<file path="src/rtl/tap_stepper_pkg.sv">
`timescale 1ns/1ps
package tap_stepper_pkg;
    // Decoded step request handed from the edge detector to the position register.
    typedef struct packed {
        logic fire;  // a qualifying strobe falling edge was seen this cycle
        logic up;    // direction sampled in the same cycle
    } step_cmd_t;
endpackage

</file>
<file path="src/rtl/tsw_sync.sv">
`timescale 1ns/1ps
module tsw_sync #(
    parameter int          W       = 3,
    parameter int          STAGES  = 2,
    parameter logic [W-1:0] RST_VAL = '0
) (
    input  logic         clk,
    input  logic         rst_n,
    input  logic [W-1:0] async_i,
    output logic [W-1:0] sync_o
);
    logic [STAGES-1:0][W-1:0] stage_d;
    logic [STAGES-1:0][W-1:0] stage_q;

    generate
        for (genvar s = 0; s < STAGES; s++) begin : g_stage
            if (s == 0) begin : g_first
                always_comb stage_d[s] = async_i;
            end else begin : g_next
                always_comb stage_d[s] = stage_q[s-1];
            end
        end
    endgenerate

    always_ff @(posedge clk or negedge rst_n) begin
        if (!rst_n) stage_q <= {STAGES{RST_VAL}};
        else        stage_q <= stage_d;
    end

    assign sync_o = stage_q[STAGES-1];
endmodule

</file>
<file path="src/rtl/tsw_edge.sv">
`timescale 1ns/1ps
module tsw_edge
    import tap_stepper_pkg::*;
(
    input  logic      clk,
    input  logic      rst_n,
    input  logic      strobe_s,
    input  logic      sel_n_s,
    input  logic      dir_s,
    output step_cmd_t cmd_o
);
    logic prev_d, prev_q;

    always_comb begin
        prev_d     = strobe_s;
        cmd_o.fire = prev_q && !strobe_s && !sel_n_s;
        cmd_o.up   = dir_s;
    end

    always_ff @(posedge clk or negedge rst_n) begin
        if (!rst_n) prev_q <= 1'b0;
        else        prev_q <= prev_d;
    end
endmodule

</file>
<file path="src/rtl/tsw_pos.sv">
`timescale 1ns/1ps
module tsw_pos
    import tap_stepper_pkg::*;
#(
    parameter int POS_W = 6
) (
    input  logic             clk,
    input  logic             rst_n,
    input  step_cmd_t        cmd_i,
    output logic [POS_W-1:0] code_o,
    output logic             moved_o
);
    localparam logic [POS_W-1:0] TOP = '1;
    localparam logic [POS_W-1:0] BOT = '0;
    localparam logic [POS_W-1:0] MID = POS_W'(1 << (POS_W - 1));

    typedef struct packed {
        logic [POS_W-1:0] code;
        logic             moved;
    } pos_state_t;

    pos_state_t st_d, st_q;

    always_comb begin
        st_d       = st_q;
        st_d.moved = 1'b0;
        if (cmd_i.fire) begin
            if (cmd_i.up && st_q.code != TOP) begin
                st_d.code  = st_q.code + 1'b1;
                st_d.moved = 1'b1;
            end else if (!cmd_i.up && st_q.code != BOT) begin
                st_d.code  = st_q.code - 1'b1;
                st_d.moved = 1'b1;
            end
        end
    end

    always_ff @(posedge clk or negedge rst_n) begin
        if (!rst_n) begin
            st_q.code  <= MID;
            st_q.moved <= 1'b0;
        end else begin
            st_q <= st_d;
        end
    end

    assign code_o  = st_q.code;
    assign moved_o = st_q.moved;

    AST_ONE_TAP: assert property (@(posedge clk) disable iff (!rst_n)
        $past(rst_n) |-> ({1'b0, st_q.code} == {1'b0, $past(st_q.code)} ||
                          {1'b0, st_q.code} == {1'b0, $past(st_q.code)} + 1'b1 ||
                          {1'b0, st_q.code} + 1'b1 == {1'b0, $past(st_q.code)}));
    AST_IDLE_HOLD: assert property (@(posedge clk) disable iff (!rst_n)
        !cmd_i.fire |=> $stable(st_q.code));
    AST_NO_OVERFLOW: assert property (@(posedge clk) disable iff (!rst_n)
        (cmd_i.fire && cmd_i.up && st_q.code == TOP) |=> st_q.code == TOP);
    AST_NO_UNDERFLOW: assert property (@(posedge clk) disable iff (!rst_n)
        (cmd_i.fire && !cmd_i.up && st_q.code == BOT) |=> st_q.code == BOT);
    AST_MOVED_FLAG: assert property (@(posedge clk) disable iff (!rst_n)
        $past(rst_n) |-> (st_q.moved == (st_q.code != $past(st_q.code))));
endmodule

</file>
<file path="src/rtl/tsw_decode.sv">
`timescale 1ns/1ps
module tsw_decode #(
    parameter int POS_W = 6,
    parameter int TAPS  = 1 << POS_W
) (
    input  logic             clk,
    input  logic             rst_n,
    input  logic [POS_W-1:0] code_i,
    output logic [TAPS-1:0]  tap_o
);
    localparam int MID_IDX = TAPS / 2;

    logic [TAPS-1:0] tap_d, tap_q;

    generate
        for (genvar g = 0; g < TAPS; g++) begin : g_tap
            always_comb tap_d[g] = (code_i == POS_W'(g));
        end
    endgenerate

    always_ff @(posedge clk or negedge rst_n) begin
        if (!rst_n) tap_q <= TAPS'(1) << MID_IDX;
        else        tap_q <= tap_d;
    end

    assign tap_o = tap_q;

    AST_TAP_ONEHOT: assert property (@(posedge clk) disable iff (!rst_n)
        $countones(tap_q) == 1);
    AST_TAP_FOLLOWS: assert property (@(posedge clk) disable iff (!rst_n)
        $past(rst_n) |-> tap_q[$past(code_i)]);
endmodule

</file>
<file path="src/rtl/tap_stepper.sv">
`timescale 1ns/1ps
module tap_stepper
    import tap_stepper_pkg::*;
#(
    parameter int POS_W       = 6,
    parameter int SYNC_STAGES = 2,
    parameter int TAPS        = 1 << POS_W
) (
    input  logic             clk,
    input  logic             rst_n,
    input  logic             sel_n,
    input  logic             step_clk,
    input  logic             dir_up,
    output logic [POS_W-1:0] code_b,
    output logic [POS_W-1:0] code_a,
    output logic [TAPS-1:0]  tap_sel,
    output logic             step_done
);
    localparam logic [POS_W-1:0] TOP = '1;

    logic [2:0] raw_in, syn_in;
    step_cmd_t  cmd;
    logic [POS_W-1:0] code;

    assign raw_in = {sel_n, step_clk, dir_up};

    tsw_sync #(.W(3), .STAGES(SYNC_STAGES), .RST_VAL(3'b100)) sync_i (
        .clk     (clk),
        .rst_n   (rst_n),
        .async_i (raw_in),
        .sync_o  (syn_in)
    );

    tsw_edge edge_i (
        .clk      (clk),
        .rst_n    (rst_n),
        .strobe_s (syn_in[1]),
        .sel_n_s  (syn_in[2]),
        .dir_s    (syn_in[0]),
        .cmd_o    (cmd)
    );

    tsw_pos #(.POS_W(POS_W)) pos_i (
        .clk     (clk),
        .rst_n   (rst_n),
        .cmd_i   (cmd),
        .code_o  (code),
        .moved_o (step_done)
    );

    tsw_decode #(.POS_W(POS_W), .TAPS(TAPS)) dec_i (
        .clk    (clk),
        .rst_n  (rst_n),
        .code_i (code),
        .tap_o  (tap_sel)
    );

    assign code_b = code;
    assign code_a = TOP - code;
endmodule

</file>
<file path="config.mk">
export PLATFORM = sky130hd
export DESIGN_NAME = tap_stepper
export DESIGN_NICKNAME = d
export VERILOG_FILES = /design/src/rtl/tap_stepper_pkg.sv /design/src/rtl/tsw_sync.sv /design/src/rtl/tsw_edge.sv /design/src/rtl/tsw_pos.sv /design/src/rtl/tsw_decode.sv /design/src/rtl/tap_stepper.sv
export SDC_FILE = /design/constraint.sdc
export NUM_CORES = 1
export LEC_CHECK = 0
export CAP_MARGIN = 20
export CORE_ASPECT_RATIO = 0.7
export CORE_MARGIN = 4
export CORE_UTILIZATION = 55
export CTS_CLUSTER_SIZE = 16
export DETAILED_ROUTE_END_ITERATION = 10
export DONT_BUFFER_PORTS = 1
export MAX_ROUTING_LAYER = met4
export PLACE_DENSITY = 0.7
export SETUP_SLACK_MARGIN = 0.02
export SKIP_LAST_GASP = 1
export SYNTH_ARGS = -nofsm -noshare
export SYNTH_HDL_FRONTEND = slang
export SYNTH_SLANG_ARGS = --single-unit
</file>
<file path="constraint.sdc">
create_clock -name clk -period 4.5 [get_ports clk]
set_input_delay 0.45 -clock clk [delete_from_list [all_inputs] [get_ports clk]]
set_output_delay 0.45 -clock clk [all_outputs]
set_load 0.01 [all_outputs]
</file>
=== Yosys cells after proc, flatten, opt, wreduce, memory -nomap -nowiden ===
Index checks and enable logic that the tools add are counted.

* Output and inout port bits: 77
* Input bits: 5
* Flip-flop bits (word level): 78
* Word-level logic and storage cells: 87

* Mux-type cells: 3
* $add $sub $neg: 3
* Reductions and logical operators: 11
* Eq/ne operators: 64

{| class="wikitable"
|+ Operator list
! operator !! number
|-
| 6-bit equality test, second input constant || 32
|-
| 6-bit by 5-bit equality test with 1-bit output, second input constant || 16
|-
| 6-bit by 4-bit equality test with 1-bit output, second input constant || 8
|-
| 6-bit by 3-bit equality test with 1-bit output, second input constant || 4
|-
| 7-bit two-way mux || 2
|-
| 6-bit by 2-bit equality test with 1-bit output, second input constant || 2
|-
| 6-bit by 1-bit adder with 6-bit output, second input constant || 1
|-
| 6-bit by 1-bit equality test with 1-bit output, second input constant || 1
|-
| 6-bit zero test || 1
|-
| 6-bit inequality test, second input constant || 1
|-
| 6-bit nonzero test || 1
|-
| 6-bit by 1-bit subtractor with 6-bit output, second input constant || 1
|-
| 6-bit subtractor, first input constant || 1
|-
| 1-bit logical AND || 4
|-
| 1-bit zero test || 3
|-
| 2-bit AND reduction || 1
|-
| 2-bit nonzero test || 1
|-
| 1-bit two-way mux || 1
|}

=== Logic depth before layout (Yosys ltp) ===
Gate-level depths: netlist of the first run.

* Depth after elaboration: 5
* Depth in mapped cells: 7
* Gate-level depth less buffers: 6

=== By module ===
From an unflattened synthesis of the first run, not the netlist that was laid out.

* Cell total of the unflattened synthesis: 237
* Area, all modules: 2852.7 um^2

{| class="wikitable"
|+ By module, submodules not included
! module !! instances !! cells an instance !! area an instance (um^2)
|-
| tsw_decode || 1 || 159 || 2072.0
|-
| tsw_pos || 1 || 63 || 560.5
|-
| tsw_sync || 1 || 6 || 152.6
|-
| tsw_edge || 1 || 3 || 45.0
|-
| tap_stepper || 1 || 6 || 22.5
|}

=== Worst setup path before layout of the first run ===
No wires, ideal clock.

* Path kind: reg2reg
* Start: reg pos_i.code_o[1] (netlist name)
* End: reg pos_i.code_o[1] (netlist name)
* Data arrival time: 1821 ps
* Cell stages (with the launch flop): 8
* Slack: 2555 ps
* Path through: dfrtp_1 -> inv_1 -> ha_1 -> or3b_1 -> buf_2 -> o21bai_2 -> nor3_1 -> a211o_1

* Cells in the longest elaborated chain, start to end: 4
* Elaborated cells on any way between the ends: 10

{| class="wikitable"
|+ Ends and longest elaborated chain
! what
|-
| parallel branches: the longest is 4 deep, another holds 6-bit by 1-bit subtractor with 6-bit output
|}

Parallel ways; which one is timed is not known. The select of a mux whose other input is x is not followed.
A chain may end at the register's enable or synchronous reset.

=== Final worst setup path of the first run ===
* Start: reg pos_i.code_o[1] (netlist name)
* End: reg pos_i.code_o[1] (netlist name)

* Cells in the longest elaborated chain, start to end: 4
* Elaborated cells on any way between the ends: 10

{| class="wikitable"
|+ Ends and longest elaborated chain
! what
|-
| parallel branches: the longest is 4 deep, another holds 6-bit by 1-bit subtractor with 6-bit output
|}

Parallel ways; which one is timed is not known. The select of a mux whose other input is x is not followed.

==> results.json, run 1 <==
{
  "critical_path.top_delay_family": "simple AND/OR/NAND/NOR gates",
  "die-width_um": 92.4,
  "ant_nets": 0,
  "setup_tns_ps": 0,
  "yosys-top-cells-count": "74 x dfrtp_1, 70 x nor2_1, 16 x nand2_1",
  "syn_inst": 230,
  "die_area_um2": 6200,
  "clk_latency_ps": 350,
  "grt_antenna_before_repair": 0,
  "yosysMostFrequentCell": "dfrtp_1",
  "timing.fmax_mhz": 437,
  "outcome": "finished, final reports clean",
  "viasPerCell": 5.52,
  "leakagePower_uw": 0.00142,
  "fin_crit_sh": 0.508,
  "cts_tree": "done",
  "grt_setup_unrepaired": "no",
  "n_antenna_cell": 0,
  "critical_path_class": "reg2reg",
  "nNetsFinal": 241,
  "start_util": 0.570,
  "initialDrtViolationCount": 117,
  "core.rowCount": 21,
  "crit_buf_inv": 1,
  "finalWeightedCongestion": 0.844,
  "yosys.area.top_type": "dfrtp_1",
  "clockBufferDepth": 2,
  "drc": 0,
  "grt_pass1_vias": 1680,
  "ios": 82,
  "die_h_um": 67.1,
  "drv_cap": 0,
  "synth_area_um2": 2740,
  "area_delta_synth_final_pct": 9.53,
  "crit_chain": "inv_1 > ha_1 > or3b_1 > o21bai_2 > nor3_1 > a211o_1",
  "power_density_nw_per_um2": 550,
  "synthTopCellsByArea": "dfrtp_1 68%, nor2_1 9.6%, dfstp_2 3.8%",
  "cts_sinks": 78,
  "cp_slowest_cell": "dfrtp_1",
  "setup_ws_ps": 2210,
  "arrival_ps": 2530,
  "finalSetupViolCount": 0,
  "yosysWarnings": 0,
  "cts_buffers": 9,
  "finalMaxSlewViolations": 0,
  "worstMarginPinSlew_ps": 686,
  "holdWs_ps": 89.3,
  "wirelength_um": 5720,
  "worstPathMaxFanout": 9,
  "hold_viol": 0,
  "synth_nets": 240,
  "vdd_ir_drop_max_mv": 0.281,
  "end_kind": "flip-flop",
  "htree_levels": 3,
  "worstPathRequired_ps": 4740,
  "synthFlopType": "dfrtp_1",
  "num-fill-cells": 402,
  "vias": 1677,
  "port_buffers": 0,
  "cp-start-kind": "flip-flop",
  "clock_skew_ps": 8.59,
  "slowest_delay_ps": 520,
  "cts-root-buf": "clkbuf_8",
  "drtPass1Iterations": 4,
  "synth_cell_type_count": 40,
  "path_clk_slew_ps": 80,
  "cts_setup_buffers": 0,
  "seq_area_frac_synth": 0.714,
  "ys_seq_elements": 78,
  "synth_top_area_frac": 0.675,
  "slew_headroom": 0.541,
  "coreArea_um2": 4810,
  "synth_edf_count": 0,
  "grt_max_degree": 79,
  "grt_pass1_wl_um": 9280,
  "grt-ovfl-total": 0,
  "synthArstFlopShare": 1.00,
  "avgSynthCellArea_um2": 11.9,
  "grt_usage": 0.218,
  "dp_hpwl_um": 3690,
  "wl_per_cell_um": 18.8,
  "hold_class": "in2reg",
  "drive_above_1_share": 0.0979,
  "fin_crit_ps": 2290,
  "pre_cts_slack_ps": 2260
}
## per-layer routing
layer,track usage,vias to the layer above,share of wire
met3,0.117,8,0.094
met2,0.300,83,0.46
met4,0.0778,0,0.015
met1,0.275,845,0.43
met5,-,-,0
li1,-,741,-
## sequential cells by signal, indices dropped and copies added, names as in the netlist
name            flops
pos_i.code_o        6
sync_i.sync_o       3
dec_i.tap_o        64
sync_i.stage_d      3
edge_i.prev_q       1
pos_i.moved_o       1
## placed cells by master (no fill, tap or decap), types with 3 or more instances in the layout
cell,instances
or3b_1,3
xnor2_1,3
ha_1,5
nand2_1,16
inv_1,6
dfrtp_1,74
dfstp_2,4
nor2_1,70
nand3_1,5
clkbuf_8,12
## worst register-to-register path, delay by kind of cell (launching register included)
kind / cells / cell delay (ps)
DFF: 1 / 520
buffers and inverters: 1 / 270
adders and majority gates: 1 / 340
and+or+nand+nor: 2 / 570
AOI/OAI and AO/OA: 2 / 480
## worst paths after layout
| check | start | end | slack [ps] | cells after the start |
|---|---|---|---|---|
| max | pos_i.code_o[1]$_DFFE_PN0P_ | pos_i.code_o[1]$_DFFE_PN0P_ | 2210 | 6 |
| min | sel_n | sync_i.stage_d[5]$_DFF_PN1_ | 90 | 0 |
| max reg2reg | pos_i.code_o[1]$_DFFE_PN0P_ | pos_i.code_o[1]$_DFFE_PN0P_ | 2210 | 6 |
| min reg2reg | sync_i.stage_d[3]$_DFF_PN0_ | sync_i.sync_o[0]$_DFF_PN0_ | 340 | 0 |
| max in group asynchronous | rst_n | sync_i.sync_o[2]$_DFF_PN1_ | 3500 | 2 |
| min in group asynchronous | rst_n | dec_i.tap_o[28]$_DFF_PN0_ | 670 | 2 |
## stage by stage
stage          instances   util  total power, µW  instance area (µm²)
2_1_floorplan        230      -             1050                 2740
3_3_place_gp         287  0.574             1110                 2760
3_5_place_dp         287  0.574             1120                 2760
4_1_cts              304  0.625             1670                 3000
5_1_grt              304  0.625             1750                 3000
6_report             304  0.625             1650                 3000
## final cells by class
type | count | area (µm²) | share of cell area
sequential | 78 | 1960 | 0.651
inverter | 6 | 22.5 | 0.00750
clock buffer | 12 | 165 | 0.0550
clock inverter | 3 | 42.5 | 0.0142
timing repair buffer | 2 | 37.5 | 0.0125
multi-input combinational | 134 | 693 | 0.231
tap | 69 | 86.3 | 0.0287
## what timing repair did
item | CTS | global route
gates resized for setup | 0 | 0
hold endpoints to repair | 78 | 0
endpoints found under the setup margin | 0 | 0
hold buffers | 2 | 0
## kinds of logic after synthesis
family | count (synthesis) | share of synthesized area
fa+ha+maj | 5 | 0.0228
buf+inv | 18 | 0.0338
simple gates | 108 | 0.171
compound gates | 18 | 0.0497
flops | 78 | 0.714
xor+xnor | 3 | 0.00958
## power by group
group	internal, µW	switching (µW)
Combinational	77.2	190
Sequential	757	95.8
Clock	297	234
Total	1130	520
Power figures use the tool's default switching activity.
==> inputs of run 2 (changes only) <==
- ABC_AREA: not set -> 1
- PLACE_DENSITY: 0.7 -> 0.73
- clock period: 4.5 -> 1.85 ns (I/O delays scaled with it)
==> run 2 against run 1 <==
  * The run now ends with hold timing left
  * Die area increased by 0.49%
  * Routed wire length increased by 1.6%
  * Count of clock-buffer cells in the layout decreased by 2
  * Clock skew increased by 3.6 ps
  * Global-route usage decreased by 1.3 points
  * Total power increased to 2.9 times the previous value
  * Via count increased by 4.7%
  * Highest routed layer unchanged
==> results.json, run 2 <==
{
  "holdWs_ps": -470,
  "outcome": "complete, but fails checks",
  "largest_reg_flops": 64,
  "cp_slowest_cell": "dfrtp_1",
  "yosysWarnings": 0,
  "critical_path_class": "reg2reg",
  "ios": 82,
  "die_area_um2": 6230,
  "synth_cell_type_count": 20,
  "seq_area_frac_synth": 0.710,
  "yosys-top-cells-count": "74 x dfrtp_1, 68 x nor2_1, 47 x nand2_1",
  "holdBufCountCts": 3,
  "end_kind": "flip-flop",
  "ctsResizeCount": 0,
  "grt_max_degree": 79,
  "drc": 0,
  "die-width_um": 92.6,
  "grt_pass1_vias": 1721,
  "slew_headroom": 0.734,
  "final_common_cell": "dfrtp_1",
  "synth-simple-area-share": 0.207,
  "synth_compound_area_frac": 0.0191,
  "slowest_delay_ps": 510,
  "timing.fmax_mhz": 621,
  "dpl_cell_area_um2": 2900,
  "grt_setup_unrepaired": "no",
  "fin_crit_ps": 1610,
  "regArea_um2": 1960,
  "worstMarginPinSlew_ps": 399,
  "cts_buffers": 9,
  "core.rowCount": 21,
  "cts-root-buf": "clkbuf_8",
  "clock_skew_ps": 12.1,
  "grt_usage": 0.206,
  "synthArstFlopShare": 1.00,
  "vdd_ir_drop_max_mv": 0.794,
  "yosys.area.top_type": "dfrtp_1",
  "wl_per_cell_um": 17.1,
  "start_util": 0.574,
  "r2r_cells": 8,
  "synth_mux_area_frac": 0,
  "finalWeightedCongestion": 0.921,
  "multiInputGateArea_um2": 721,
  "path_clk_slew_ps": 80,
  "synth_area_um2": 2760,
  "crit_chain": "inv_1 > ha_1 > nand3_2 > nand2_2 > nand2_2 > nand3_2 > nand2_1 > nand2_1",
  "cts_setup_buffers": 0,
  "fin_crit_sh": 0.871,
  "port_buffers": 0,
  "num-fill-cells": 390,
  "hold_class": "in2async",
  "cp-start-kind": "flip-flop",
  "hold_viol": 78,
  "synth_fa_ha_area_frac": 0.0227,
  "cts_sinks": 78,
  "synthXorXnorAreaFrac": 0.0127,
  "crit_buf_inv": 1,
  "dp_hpwl_um": 3830,
  "synthFlopType": "dfrtp_1",
  "power_density_nw_per_um2": 1520,
  "synth_edf_count": 0,
  "drv_cap": 0,
  "grt-ovfl-total": 0,
  "worstPathRequired_ps": 2080,
  "final_cell_mix": "74 x dfrtp_1, 68 x nor2_1, 47 x nand2_1",
  "coreArea_um2": 4810,
  "power.total_uw": 4730,
  "cts_tree": "done",
  "grt_antenna_before_repair": 0,
  "synthTopCellsByArea": "dfrtp_1 67%, nor2_1 9.3%, nand2_1 6.4%",
  "ant_nets": 0,
  "drive_above_1_share": 0.148,
  "cp_num_cells": 8,
  "yosysMostFrequentCell": "dfrtp_1",
  "nNetsFinal": 277,
  "clockBufferDepth": 2,
  "ys_seq_elements": 78,
  "vias": 1755,
  "n_antenna_cell": 0,
  "viasPerCell": 5.16,
  "die_h_um": 67.2,
  "initialDrtViolationCount": 98,
  "worstPathMaxFanout": 7,
  "avgSynthCellArea_um2": 11.1,
  "leakagePower_uw": 0.00157,
  "arrival_ps": 1850,
  "wirelength_um": 5810,
  "synth_top_area_frac": 0.672,
  "final_area_um2": 3110,
  "setup_tns_ps": 0,
  "htree_levels": 3,
  "grt_pass1_wl_um": 8980,
  "critical_path.top_delay_family": "simple AND/OR/NAND/NOR gates",
  "finalSetupViolCount": 0,
  "synth_top_family_by_area": "simple AND/OR/NAND/NOR gates",
  "violations": "hold timing",
  "area_delta_synth_final_pct": 12.9,
  "drtPass1Iterations": 6,
  "syn_inst": 249,
  "finalMaxSlewViolations": 0,
  "clk_latency_ps": 340,
  "synth_nets": 259
}
==> run 2: cell types whose count changed in the layout (fill, tap and decap cells not counted), moves of 3 or more <==
cell      delta
nand2_1     +31
inv_1        +5
buf_4       +12
xor2_1       +3
clkbuf_8     -3
nand3_1      +7
or3b_1       -3
==> run 2: final timing paths <==
kind	start	end	slack, ps
worst max-delay path	pos_i.code_o[0]$_DFFE_PN0P_	pos_i.code_o[2]$_DFFE_PN0P_	240
worst min register to register	sync_i.stage_d[5]$_DFF_PN1_	sync_i.sync_o[2]$_DFF_PN1_	350
min in group clk	sync_i.stage_d[5]$_DFF_PN1_	sync_i.sync_o[2]$_DFF_PN1_	350
worst max register to register	pos_i.code_o[0]$_DFFE_PN0P_	pos_i.code_o[2]$_DFFE_PN0P_	240
max in group asynchronous	rst_n	sync_i.stage_d[5]$_DFF_PN1_	2100
worst min-delay path	rst_n	dec_i.tap_o[44]$_DFF_PN0_	-470
==> run 2: kinds of logic after synthesis <==
group	Yosys count
AO/OA/AOI/OAI	6
XOR/XNOR	4
adder cells (fa/ha/maj)	5
buffers and inverters	19
flip-flops	78
AND/OR/NAND/NOR	137
==> run 2: stage by stage <==
stage	instances	utilization	hold WS (ps)	setup WS [ps]
4_1_cts	340	0.647	-492	243
3_5_place_dp	322	0.602	-109	261
6_report	340	0.647	-470	239
5_1_grt	340	0.647	-501	102
2_1_floorplan	249	-	-111	299
3_3_place_gp	322	0.602	-109	273
==> run 2: layout make-up <==
cell class,instances,area share
clock buffer,10,0.0410
clock inverter,5,0.0193
inverter,11,0.0133
multi-input combinational,152,0.232
sequential,78,0.629
tap,69,0.0277
timing repair buffer,15,0.0386
==> run 2: report_power, final <==
part           switching, µW  internal (µW)
combinational            905            434
clock                    589            621
sequential               286           1890
==> run 2: routing by layer <==
| layer | share of wire | global-route usage |
|---|---|---|
| met1 | 0.46 | 0.270 |
| met2 | 0.44 | 0.295 |
| met3 | 0.083 | 0.0668 |
| met4 | 0.022 | 0.0951 |
| met5 | 0 | - |
==> inputs of run 3 (changes only) <==
- MAX_ROUTING_LAYER: met4 -> not set
- PLACE_DENSITY: 0.73 -> 0.75
- clock period: 1.85 -> 1.38 ns (I/O delays scaled with it)
==> run 3 against run 2 <==
  * The flow still finishes with violations (hold timing)
  * Design area is 12% higher
  * Global-route usage is 0.31 points lower
  * Clock skew decreased by 2.7 ps
  * Via count rose by 6.4%
  * Flip-flop and latch count did not move
  * Setup slack worse by 230 ps
  * Utilization rose by 7.8 points
  * Critical path depth fell by 5
  * Total power grew 58%
  * Sequential share of layout area fell by 6.6 points
  * Critical path type is now reg2out
==> results.json, run 3 (synthesis results as in run 2) <==
{
  "die_area_um2": 6230,
  "coreArea_um2": 4810,
  "finalMaxSlewViolations": 0,
  "vias": 1868,
  "wirelength_um": 6150,
  "finalSetupViolCount": 0,
  "cts_sinks": 78,
  "core.rowCount": 21,
  "drtPass1Iterations": 4,
  "drc": 0,
  "p_seq_frac": 0.379,
  "dp_hpwl_um": 4170,
  "clock_skew_ps": 9.48,
  "path_clk_slew_ps": 80,
  "die-width_um": 92.6,
  "largest_reg_flops": 64,
  "wl_per_cell_um": 16.6,
  "final_cell_mix": "70 x dfrtp_1, 66 x nor2_1, 47 x nand2_1",
  "holdWs_ps": -527,
  "end_kind": "primary output",
  "holdBufCountCts": 3,
  "initialDrtViolationCount": 108,
  "grt_pass1_vias": 1769,
  "pre_cts_slack_ps": -21.9,
  "violations": "hold timing",
  "area_delta_synth_final_pct": 26.4,
  "worstPathMaxFanout": 6,
  "ios": 82,
  "ant_nets": 0,
  "vdd_ir_drop_max_mv": 1.50,
  "swShare": 0.364,
  "n_antenna_cell": 0,
  "switchingPower_uw": 2730,
  "setup_ws_ps": 10.4,
  "drive_above_1_share": 0.299,
  "htree_levels": 3,
  "outcome": "complete, but fails checks",
  "clockBufferDepth": 2,
  "drv_cap": 0,
  "final_common_cell": "dfrtp_1",
  "timing.fmax_mhz": 730,
  "cts_tree": "done",
  "cts-root-buf": "clkbuf_8",
  "hold_viol": 78,
  "viasPerCell": 5.05,
  "clk_latency_ps": 350,
  "grt-ovfl-total": 0,
  "r2r_cells": 7,
  "die_h_um": 67.2,
  "grt_antenna_before_repair": 0,
  "grt_setup_unrepaired": "yes",
  "grt_usage": 0.203,
  "nNetsFinal": 306,
  "fin_crit_ps": 1370,
  "critical_path_class": "reg2out",
  "fin_crit_sh": 0.992,
  "power.internal_uw": 4770,
  "finalWeightedCongestion": 0.866,
  "final_core_util": 0.725,
  "clkPwrFrac": 0.255,
  "arrival_ps": 1230,
  "slew_headroom": 0.838,
  "cp-start-kind": "flip-flop",
  "power.total_uw": 7490,
  "worstMarginPinSlew_ps": 243,
  "pwr-share-comb": 0.366,
  "port_buffers": 0,
  "power_density_nw_per_um2": 2150,
  "grt_max_degree": 79,
  "cts_buffers": 9,
  "hold_class": "in2async",
  "setup_tns_ps": 0,
  "worstPathRequired_ps": 1240,
  "leakagePower_uw": 0.00174,
  "grt_pass1_wl_um": 9210,
  "start_util": 0.574
}
-- run 3: changes by cell type in the layout (fill, tap and decap cells not counted), sizes merged --
| cell | delta |
|---|---|
| clkbuf | -1 |
| buf | +29 |
| clkinv | -1 |
| bufinv | +1 |
| inv | +2 |
-- run 3: what timing repair did --
item	CTS	global route
gates resized for setup	6	15
setup endpoints to repair	9	17
pin swaps	0	2
setup buffers	3	7
endpoints found under the hold margin	81	78
-- run 3: worst paths after layout --
kind	startpoint	endpoint	slack (ps)
worst max-delay path	pos_i.code_o[5]$_DFFE_PN1P_	code_a[5]	10
worst min-delay path	rst_n	dec_i.tap_o[62]$_DFF_PN0_	-530
worst max register to register	pos_i.code_o[1]$_DFFE_PN0P_	pos_i.code_o[3]$_DFFE_PN0P_	40
worst min register to register	sync_i.stage_d[3]$_DFF_PN0_	sync_i.sync_o[0]$_DFF_PN0_	350
max in group asynchronous	rst_n	sync_i.sync_o[2]$_DFF_PN1_	1700
min in group clk	sel_n	sync_i.stage_d[5]$_DFF_PN1_	330
-- run 3: cell type report --
cell class | count | area [µm²]
Multi-Input combinational cell | 152 | 798
Clock inverter | 7 | 103
Tap cell | 69 | 86.3
Sequential cell | 78 | 1960
Fill cell | 346 | 1320
Timing Repair Buffer | 44 | 363
Inverter | 11 | 50.0
Clock buffer | 9 | 124
-- run 3: worst max-delay path, stage by stage (launching register included) --
cell and delay [ps]:
dfstp_2 550, buf_4 140, inv_2 60, buf_4 140
-- run 3: metrics by stage --
| stage | std cells | hold WS (ps) | cell area (µm²) |
|---|---|---|---|
| final | 370 | -527 | 3490 |
| after floorplan | 249 | -158 | 2770 |
| after CTS | 363 | -541 | 3370 |
| after global routing | 370 | -551 | 3490 |
| after global placement | 341 | -156 | 3070 |
| after detailed placement | 341 | -156 | 3070 |
-- run 3: per-layer routing --
metal | vias to the layer above | track usage | share of wire
met5 | - | 0 | 0
met2 | 84 | 0.327 | 0.47
met1 | 909 | 0.254 | 0.42
met3 | 10 | 0.0869 | 0.093
li1 | 865 | - | -
met4 | 0 | 0.0603 | 0.016
-- run 3: power by group through the flow --
| stage | clock network (µW) | logic, µW | registers, µW |
|---|---|---|---|
| floorplan | 0 | 1270 | 2850 |
| global placement | 0 | 2310 | 2870 |
| detailed placement | 0 | 2340 | 2870 |
| CTS | 1940 | 2460 | 2820 |
| global route | 2040 | 3010 | 2870 |
| finish | 1910 | 2750 | 2840 |
